**src/rtl/ata_tf_pkg.sv**
```systemverilog
`timescale 1ns/1ps
package ata_tf_pkg;

    typedef enum logic [1:0] {
        ST_READY = 2'd0,
        ST_BUSY  = 2'd1,
        ST_SRST  = 2'd2
    } tf_state_e;

    // command-block offsets
    localparam int OFS_DATA  = 0;
    localparam int OFS_ERR   = 1;
    localparam int OFS_CNT   = 2;
    localparam int OFS_NUM   = 3;
    localparam int OFS_CYLLO = 4;
    localparam int OFS_CYLHI = 5;
    localparam int OFS_DH    = 6;
    localparam int OFS_STAT  = 7;

    // status and device-control bit positions
    localparam int SB_BSY  = 7;
    localparam int SB_DRQ  = 3;
    localparam int SB_ERR  = 0;
    localparam int DC_SRST = 2;
    localparam int DC_NIEN = 1;

    localparam logic [7:0] STAT_RESET = 8'h50;

endpackage

```
**src/rtl/ata_tf_decode.sv**
```systemverilog
`timescale 1ns/1ps
module ata_tf_decode #(
    parameter int ADDR_W = 3,
    localparam int NREG  = 1 << ADDR_W
) (
    input  logic              cs_cmd,
    input  logic              cs_ctl,
    input  logic [ADDR_W-1:0] addr,
    input  logic              rd,
    input  logic              wr,
    output logic [NREG-1:0]   cb_wr,
    output logic [NREG-1:0]   cb_rd,
    output logic              dc_wr,
    output logic              alt_rd,
    output logic              drv_rd
);
    logic ctl_sel;
    assign ctl_sel = cs_ctl & ~cs_cmd;

    for (genvar g = 0; g < NREG; g++) begin : g_cb
        assign cb_wr[g] = cs_cmd & wr & (addr == ADDR_W'(g));
        assign cb_rd[g] = cs_cmd & rd & (addr == ADDR_W'(g));
    end

    assign dc_wr  = ctl_sel & wr & ~addr[0];
    assign alt_rd = ctl_sel & rd & ~addr[0];
    assign drv_rd = ctl_sel & rd &  addr[0];
endmodule

```
**src/rtl/ata_tf_ctrl.sv**
```systemverilog
`timescale 1ns/1ps
module ata_tf_ctrl
    import ata_tf_pkg::*;
#(
    parameter int REG_W = 8,
    localparam int LO_W = REG_W - 1
) (
    input  logic             clk,
    input  logic             rst_n,
    input  logic             cmd_wr,
    input  logic             dc_wr,
    input  logic             dc_srst_in,
    input  logic             dc_nien_in,
    input  logic             stat_rd,
    input  logic             eng_stat_we,
    input  logic [REG_W-1:0] eng_stat,
    input  logic             eng_irq,
    output tf_state_e        state_o,
    output logic [REG_W-1:0] stat_byte,
    output logic             intrq,
    output logic             nien,
    output logic             cmd_start
);
    tf_state_e        state_q, state_d;
    logic [LO_W-1:0]  stat_lo_q;
    logic             pend_q;
    logic             nien_q;
    logic             start_q;
    logic             cmd_accept;
    logic             in_srst;

    assign cmd_accept = cmd_wr && (state_q == ST_READY);
    assign in_srst    = (state_d == ST_SRST) || (state_q == ST_SRST);

    // next state
    always_comb begin
        state_d = state_q;
        if (dc_wr && dc_srst_in) begin
            state_d = ST_SRST;
        end else begin
            unique case (state_q)
                ST_READY: begin
                    if (cmd_wr)
                        state_d = ST_BUSY;
                    else if (eng_stat_we && eng_stat[SB_BSY])
                        state_d = ST_BUSY;
                end
                ST_BUSY: begin
                    if (eng_stat_we && !eng_stat[SB_BSY])
                        state_d = ST_READY;
                end
                ST_SRST: begin
                    if (dc_wr && !dc_srst_in)
                        state_d = ST_READY;
                end
                default: state_d = ST_READY;
            endcase
        end
    end

    // state register
    always_ff @(posedge clk or negedge rst_n) begin
        if (!rst_n) state_q <= ST_READY;
        else        state_q <= state_d;
    end

    // output registers
    always_ff @(posedge clk or negedge rst_n) begin
        if (!rst_n) begin
            stat_lo_q <= STAT_RESET[LO_W-1:0];
            pend_q    <= 1'b0;
            nien_q    <= 1'b0;
            start_q   <= 1'b0;
        end else begin
            start_q <= cmd_accept;
            if (dc_wr)
                nien_q <= dc_nien_in;

            if (in_srst) begin
                stat_lo_q <= STAT_RESET[LO_W-1:0];
            end else if (cmd_accept) begin
                stat_lo_q[SB_DRQ] <= 1'b0;
                stat_lo_q[SB_ERR] <= 1'b0;
            end else if (eng_stat_we) begin
                stat_lo_q <= eng_stat[LO_W-1:0];
            end

            if (in_srst)
                pend_q <= 1'b0;
            else if (eng_irq)
                pend_q <= 1'b1;
            else if (stat_rd || cmd_accept)
                pend_q <= 1'b0;
        end
    end

    assign state_o   = state_q;
    assign stat_byte = {state_q == ST_BUSY, stat_lo_q};
    assign intrq     = pend_q & ~nien_q;
    assign nien      = nien_q;
    assign cmd_start = start_q;
endmodule

```
**src/rtl/ata_tf_regs.sv**
```systemverilog
`timescale 1ns/1ps
module ata_tf_regs
    import ata_tf_pkg::*;
#(
    parameter int DATA_W = 16,
    parameter int REG_W  = 8,
    parameter int ADDR_W = 3,
    localparam int NREG  = 1 << ADDR_W,
    localparam int NMID  = OFS_CYLHI - OFS_CNT + 1
) (
    input  logic              clk,
    input  logic              rst_n,
    input  logic [NREG-1:0]   cb_wr,
    input  logic [DATA_W-1:0] wdata,
    input  logic              wr_ok,
    input  logic              sreset,
    input  logic              eng_err_we,
    input  logic [REG_W-1:0]  eng_err,
    input  logic              eng_data_we,
    input  logic [DATA_W-1:0] eng_data,
    input  logic              rd_cb,
    input  logic [ADDR_W-1:0] rd_addr,
    input  logic              rd_alt,
    input  logic              rd_drv,
    input  logic [REG_W-1:0]  stat_byte,
    input  logic              busy,
    input  logic              eng_writing,
    output logic [DATA_W-1:0] rdata,
    output logic [REG_W-1:0]  cmd_code
);
    logic [DATA_W-1:0] data_q;
    logic [REG_W-1:0]  err_q;
    logic [REG_W-1:0]  mid_q [NMID];
    logic [5:0]        dh_q;     // {lba, drv, head[3:0]}
    logic [REG_W-1:0]  cmd_q;
    logic              unused_precomp;

    assign unused_precomp = cb_wr[OFS_ERR];

    always_ff @(posedge clk or negedge rst_n) begin
        if (!rst_n) begin
            data_q <= '0;
            err_q  <= '0;
            for (int i = 0; i < NMID; i++)
                mid_q[i] <= (i < 2) ? REG_W'(1) : '0;
            dh_q   <= '0;
            cmd_q  <= '0;
        end else if (sreset) begin
            data_q <= '0;
            err_q  <= '0;
            for (int i = 0; i < NMID; i++)
                mid_q[i] <= (i < 2) ? REG_W'(1) : '0;
            dh_q   <= '0;
            cmd_q  <= '0;
        end else begin
            if (eng_data_we)
                data_q <= eng_data;
            else if (wr_ok && cb_wr[OFS_DATA])
                data_q <= wdata;
            if (eng_err_we)
                err_q <= eng_err;
            for (int i = 0; i < NMID; i++)
                if (wr_ok && cb_wr[OFS_CNT + i])
                    mid_q[i] <= wdata[REG_W-1:0];
            if (wr_ok && cb_wr[OFS_DH])
                dh_q <= {wdata[6], wdata[4:0]};
            if (wr_ok && cb_wr[OFS_STAT])
                cmd_q <= wdata[REG_W-1:0];
        end
    end

    logic [REG_W-1:0] dh_view;
    logic [REG_W-1:0] drv_view;
    assign dh_view  = {1'b1, dh_q[5], 1'b1, dh_q[4:0]};
    assign drv_view = {1'b1, ~eng_writing, ~dh_q[3:0], ~dh_q[4], dh_q[4]};

    always_comb begin
        rdata = '0;
        if (rd_drv) begin
            rdata = DATA_W'(drv_view);
        end else if (rd_alt) begin
            rdata = DATA_W'(stat_byte);
        end else if (rd_cb) begin
            if (busy) begin
                rdata = DATA_W'(stat_byte);
            end else begin
                unique case (int'(rd_addr))
                    OFS_DATA:  rdata = data_q;
                    OFS_ERR:   rdata = DATA_W'(err_q);
                    OFS_CNT:   rdata = DATA_W'(mid_q[0]);
                    OFS_NUM:   rdata = DATA_W'(mid_q[1]);
                    OFS_CYLLO: rdata = DATA_W'(mid_q[2]);
                    OFS_CYLHI: rdata = DATA_W'(mid_q[3]);
                    OFS_DH:    rdata = DATA_W'(dh_view);
                    OFS_STAT:  rdata = DATA_W'(stat_byte);
                    default:   rdata = '0;
                endcase
            end
        end
    end

    assign cmd_code = cmd_q;
endmodule

```
**src/rtl/ata_taskfile_regs.sv**
```systemverilog
`timescale 1ns/1ps
module ata_taskfile_regs
    import ata_tf_pkg::*;
#(
    parameter int DATA_W = 16,
    parameter int REG_W  = 8,
    parameter int ADDR_W = 3,
    localparam int NREG  = 1 << ADDR_W
) (
    input  logic              clk,
    input  logic              rst_n,
    input  logic              hb_cs_cmd,
    input  logic              hb_cs_ctl,
    input  logic [ADDR_W-1:0] hb_addr,
    input  logic              hb_rd,
    input  logic              hb_wr,
    input  logic [DATA_W-1:0] hb_wdata,
    output logic [DATA_W-1:0] hb_rdata,
    output logic              intrq,
    output logic              cmd_start,
    output logic [REG_W-1:0]  cmd_code,
    output logic              soft_rst,
    input  logic              eng_status_we,
    input  logic [REG_W-1:0]  eng_status,
    input  logic              eng_error_we,
    input  logic [REG_W-1:0]  eng_error,
    input  logic              eng_data_we,
    input  logic [DATA_W-1:0] eng_data,
    input  logic              eng_irq,
    input  logic              eng_writing
);
    logic [NREG-1:0]  cb_wr, cb_rd;
    logic             dc_wr, alt_rd, drv_rd;
    tf_state_e        state;
    logic [REG_W-1:0] stat_byte;
    logic             busy, nien, wr_ok;

    ata_tf_decode #(.ADDR_W(ADDR_W)) u_dec (
        .cs_cmd (hb_cs_cmd),
        .cs_ctl (hb_cs_ctl),
        .addr   (hb_addr),
        .rd     (hb_rd),
        .wr     (hb_wr),
        .cb_wr  (cb_wr),
        .cb_rd  (cb_rd),
        .dc_wr  (dc_wr),
        .alt_rd (alt_rd),
        .drv_rd (drv_rd)
    );

    ata_tf_ctrl #(.REG_W(REG_W)) u_ctrl (
        .clk         (clk),
        .rst_n       (rst_n),
        .cmd_wr      (cb_wr[OFS_STAT]),
        .dc_wr       (dc_wr),
        .dc_srst_in  (hb_wdata[DC_SRST]),
        .dc_nien_in  (hb_wdata[DC_NIEN]),
        .stat_rd     (cb_rd[OFS_STAT]),
        .eng_stat_we (eng_status_we),
        .eng_stat    (eng_status),
        .eng_irq     (eng_irq),
        .state_o     (state),
        .stat_byte   (stat_byte),
        .intrq       (intrq),
        .nien        (nien),
        .cmd_start   (cmd_start)
    );

    assign busy     = (state == ST_BUSY);
    assign soft_rst = (state == ST_SRST);
    assign wr_ok    = (state == ST_READY);

    ata_tf_regs #(.DATA_W(DATA_W), .REG_W(REG_W), .ADDR_W(ADDR_W)) u_regs (
        .clk         (clk),
        .rst_n       (rst_n),
        .cb_wr       (cb_wr),
        .wdata       (hb_wdata),
        .wr_ok       (wr_ok),
        .sreset      (soft_rst),
        .eng_err_we  (eng_error_we),
        .eng_err     (eng_error),
        .eng_data_we (eng_data_we),
        .eng_data    (eng_data),
        .rd_cb       (|cb_rd),
        .rd_addr     (hb_addr),
        .rd_alt      (alt_rd),
        .rd_drv      (drv_rd),
        .stat_byte   (stat_byte),
        .busy        (busy),
        .eng_writing (eng_writing),
        .rdata       (hb_rdata),
        .cmd_code    (cmd_code)
    );
endmodule

```
**config.mk**
```make
export PLATFORM = sky130hd
export DESIGN_NAME = ata_taskfile_regs
export DESIGN_NICKNAME = d
export VERILOG_FILES = /design/src/rtl/ata_tf_pkg.sv /design/src/rtl/ata_tf_decode.sv /design/src/rtl/ata_tf_ctrl.sv /design/src/rtl/ata_tf_regs.sv /design/src/rtl/ata_taskfile_regs.sv
export SDC_FILE = /design/constraint.sdc
export NUM_CORES = 1
export LEC_CHECK = 0
export BUFFER_PORTS_ARGS = -buffer_cell sky130_fd_sc_hd__buf_2
export CORE_UTILIZATION = 52
export DETAILED_ROUTE_END_ITERATION = 8
export PLACE_DENSITY_LB_ADDON = 0.08
export SLEW_MARGIN = 20
export SYNTH_ARGS = -nofsm -noshare
export SYNTH_HDL_FRONTEND = slang
export SYNTH_SLANG_ARGS = --single-unit
export TNS_END_PERCENT = 100
```
**constraint.sdc**
```tcl
create_clock -name clk -period 3 [get_ports clk]
set_input_delay 0.3 -clock clk [delete_from_list [all_inputs] [get_ports clk]]
set_output_delay 0.3 -clock clk [all_outputs]
set_load 0.005 [all_outputs]
```
==> flow_summary_export.csv <==
group,metric,value,unit
status,outcome,"finished with violations",
status,violations,"negative hold slack",
grt,grt_pass1_vias,3478,
synth,yosysTopAreaCellShare,0.437,
synth,async_reset_ff_frac,1.00,
clock_tree,cts_buffer_depth,2,
synth,synth_edf_count,0,
floorplan,core_area,8260,um^2
power,p_sw_frac,0.306,
timing,fin_worst_skew,0.00720,ns
clock_tree,cts-htree-levels,3,
setup_path,start_kind,"flop",
floorplan,ios,89,
routing,remaining_drc_errors,0,
grt,track_usage,0.281,
finish,area_growth_syn_to_layout,14.0,%
setup_path,arrival,2.17,ns
timing,drv_slew,0,
timing,setup_violations,0,
clock_tree,worstSkewPairLatency,0.36,ns
routing,met3WireLength,907,um
timing,fmax,405,MHz
routing,met2_length,5.43,mm
clock_tree,cts_sinks,82,
synth,syn_area,4470,um^2
setup_path,crit_family,"flip-flops",
setup_path,max_stage_delay,0.60,ns
routing,met1Wirelength,5.28,mm
power,power_frac_seq,0.507,
power,power_frac_comb,0.206,
clock_tree,cts_hold_buffers,0,
routing,first_pass_iters,5,
routing,routed_via_density,5.94,
timing,maxSlewHeadroom,0.518,
synth,synthFlopType,"dfrtp_1",
floorplan,die-height,94.7,um
setup_path,required,2.70,ns
floorplan,die_w,94.7,um
placed_design,placed_cell_area,4880,um^2
grt,grt_max_degree,83,
clock_tree,path_clk_slew,0.08,ns
floorplan,initial_core_util,0.541,
synth,avgSynthCellArea,10.6,um^2
synth,synth_nets,484,
min_path,hp-class,"in -> async",
timing,fin_tns_setup,0,ns
power,ir_drop,359,uV
power,p_per_area,562,nW/um^2
synth,ys_ff_latch,82,
routing,antenna_left,0,
setup_path,cp_slowest_cell,"dfstp_2",
flow_run,drv_cap,0,
finish,multi_input_area,2190,um^2
clock_tree,root_buffer,"clkbuf_8",
floorplan,die_area,8960,um^2
synth,postSynthCellCount,422,
synth,ys_top_cells_by_area,"dfrtp_1 44%, mux2i_1 19%, nor2_1 5.5%",
placed_design,dp_hpwl,8.47,mm
floorplan,rows,33,
timing,holdWs,-0.0273,ns
finish,drive_gt1_frac,0.269,
power,p_leak,2.72,nW
synth,yosysSeqAreaShare,0.461,
power,pwr-share-clk,0.287,
synth,synth_cell_types,61,
setup_path,crit_fanout,4,
clock_tree,cts_tree,"done",
routing,wl_per_cell,19.7,um
power,p_int,1.98,mW
routing,vias,3586,
grt,grt_pass1_wl,18.6,mm
finish,num-fill-cells,747,
routing,highest_layer,"met4",
synth,synth_top_cell_by_area,"dfrtp_1",
clock_tree,cts_made_buffers,9,
setup_path,critical_path.endpoint_type,"primary output",
placed_design,globalplace.congestion,0.892,
grt,antenna_found_initial,0,
setup_path,crit_cells,5,
synth,yosys_warnings,0,
finish,final_cell_area,5090,um^2
timing,fin_crit_sh,0.823,
timing,tightestPinTransition,0.723,ns
timing,rsz0062_at_grt,"false",
setup_path,rr_worst_depth,5,
finish,antenna_cells,0,
finish,seqCellArea,2060,um^2
routing,first_iter_violations,308,
timing,fin_crit,2.47,ns
clock_tree,cts_resized,0,
clock_tree,post_cts_buffers,0,
finish,num-nets-final,556,
setup_path,cp_num_buf_inv,1,
power,p_switching,877,uW
setup_path,timing.critical_path.cells,"mux2i_1, mux4_2, and3_1, a221oi_1, buf_2",
grt,grt_overflow,0,
setup_path,path_class,"reg -> out",
timing,hold_viol_final,44,
placed_design,io_buffer_count,88,
routing,wl,11.9,mm
## metal layers
metal,up-vias,global-route usage
met4,0,0.116
li1,1663,-
met5,-,0
met1,1752,0.388
met2,147,0.431
met3,24,0.0580
## layout make-up
type                       count  area share
tap                          105      0.0258
clock inverter                 6      0.0130
clock buffer                  10      0.0270
timing repair buffer          91      0.0921
inverter                      11     0.00811
sequential                    82       0.404
multi-input combinational    299       0.430
## layout by cell type, fill, tap and decap left out, types with 4 or more instances in the layout
master / count
nor2_1: 65
o2bb2ai_1: 16
dfrtp_1: 78
dfstp_2: 4
mux2_2: 7
inv_1: 10
o21ai_0: 17
a21oi_1: 9
clkbuf_8: 10
a221oi_1: 6
nand2_1: 14
mux2i_1: 83
buf_2: 87
and2_1: 12
nor2b_1: 7
nand2b_1: 4
## cells by family (layout without fill, tap and decap cells)
kind of cell / count (synthesis) / after routing / share of synthesized area
AND/OR/NAND/NOR: 128 / 128 / 0.147
multiplexers: 91 / 91 / 0.209
flip-flops: 82 / 82 / 0.461
AO/OA/AOI/OAI: 80 / 80 / 0.135
buffers and inverters: 41 / 118 / 0.0493
## power by group through the flow
stage	clock [mW]	sequential, mW	combinational (mW)
2_1_floorplan	0	1.41	0.399
3_3_place_gp	0	1.47	0.568
3_5_place_dp	0	1.47	0.589
4_1_cts	0.835	1.45	0.592
5_1_grt	0.874	1.47	0.661
6_report	0.821	1.45	0.590
## through the flow
stage | setup WS (ns) | total power [mW] | std cells | utilization
final | 0.530 | 2.86 | 604 | 0.617
after global routing | 0.387 | 3.01 | 604 | 0.617
after CTS | 0.523 | 2.88 | 604 | 0.616
after detailed placement | 0.601 | 2.06 | 588 | 0.592
after global placement | 0.611 | 2.04 | 588 | 0.592
after floorplan | 1.25 | 1.81 | 422 | -
## synth_stat cells, drive strengths merged, types with 7 or more instances
cell / instances
a221oi: 7
buf: 19
a21oi: 9
nor2: 66
mux2: 7
o21ai: 17
clkbuf: 11
nand2: 15
nor2b: 7
o2bb2ai: 16
mux2i: 83
and2: 12
dfrtp: 78
inv: 11
## sequential cells by signal (all words and copies together), names as in the netlist
| register | count |
|---|---|
| u_ctrl.pend_q | 1 |
| u_ctrl.cmd_start | 1 |
| u_regs.data_q | 16 |
| u_regs.dh_q | 6 |
| u_regs.mid_q | 32 |
| u_ctrl.nien | 1 |
| u_regs.cmd_code | 8 |
| u_ctrl.state_o | 2 |
| u_ctrl.stat_lo_q | 7 |
| u_regs.err_q | 8 |
## worst paths after layout
check | from | endpoint | slack, ns
worst min-delay path | rst_n | u_ctrl.nien | -0.03
max in group asynchronous | rst_n | u_regs.mid_q[18] | 2.53
min in group clk | eng_irq | u_ctrl.pend_q | 0.16
worst max-delay path | u_ctrl.stat_lo_q[6] | hb_rdata[6] | 0.53
worst min register to register | u_regs.data_q[12] | u_regs.data_q[12] | 0.49
worst max register to register | u_ctrl.state_o[1] | u_regs.cmd_code[4] | 0.89
Power figures use the tool's default switching activity.
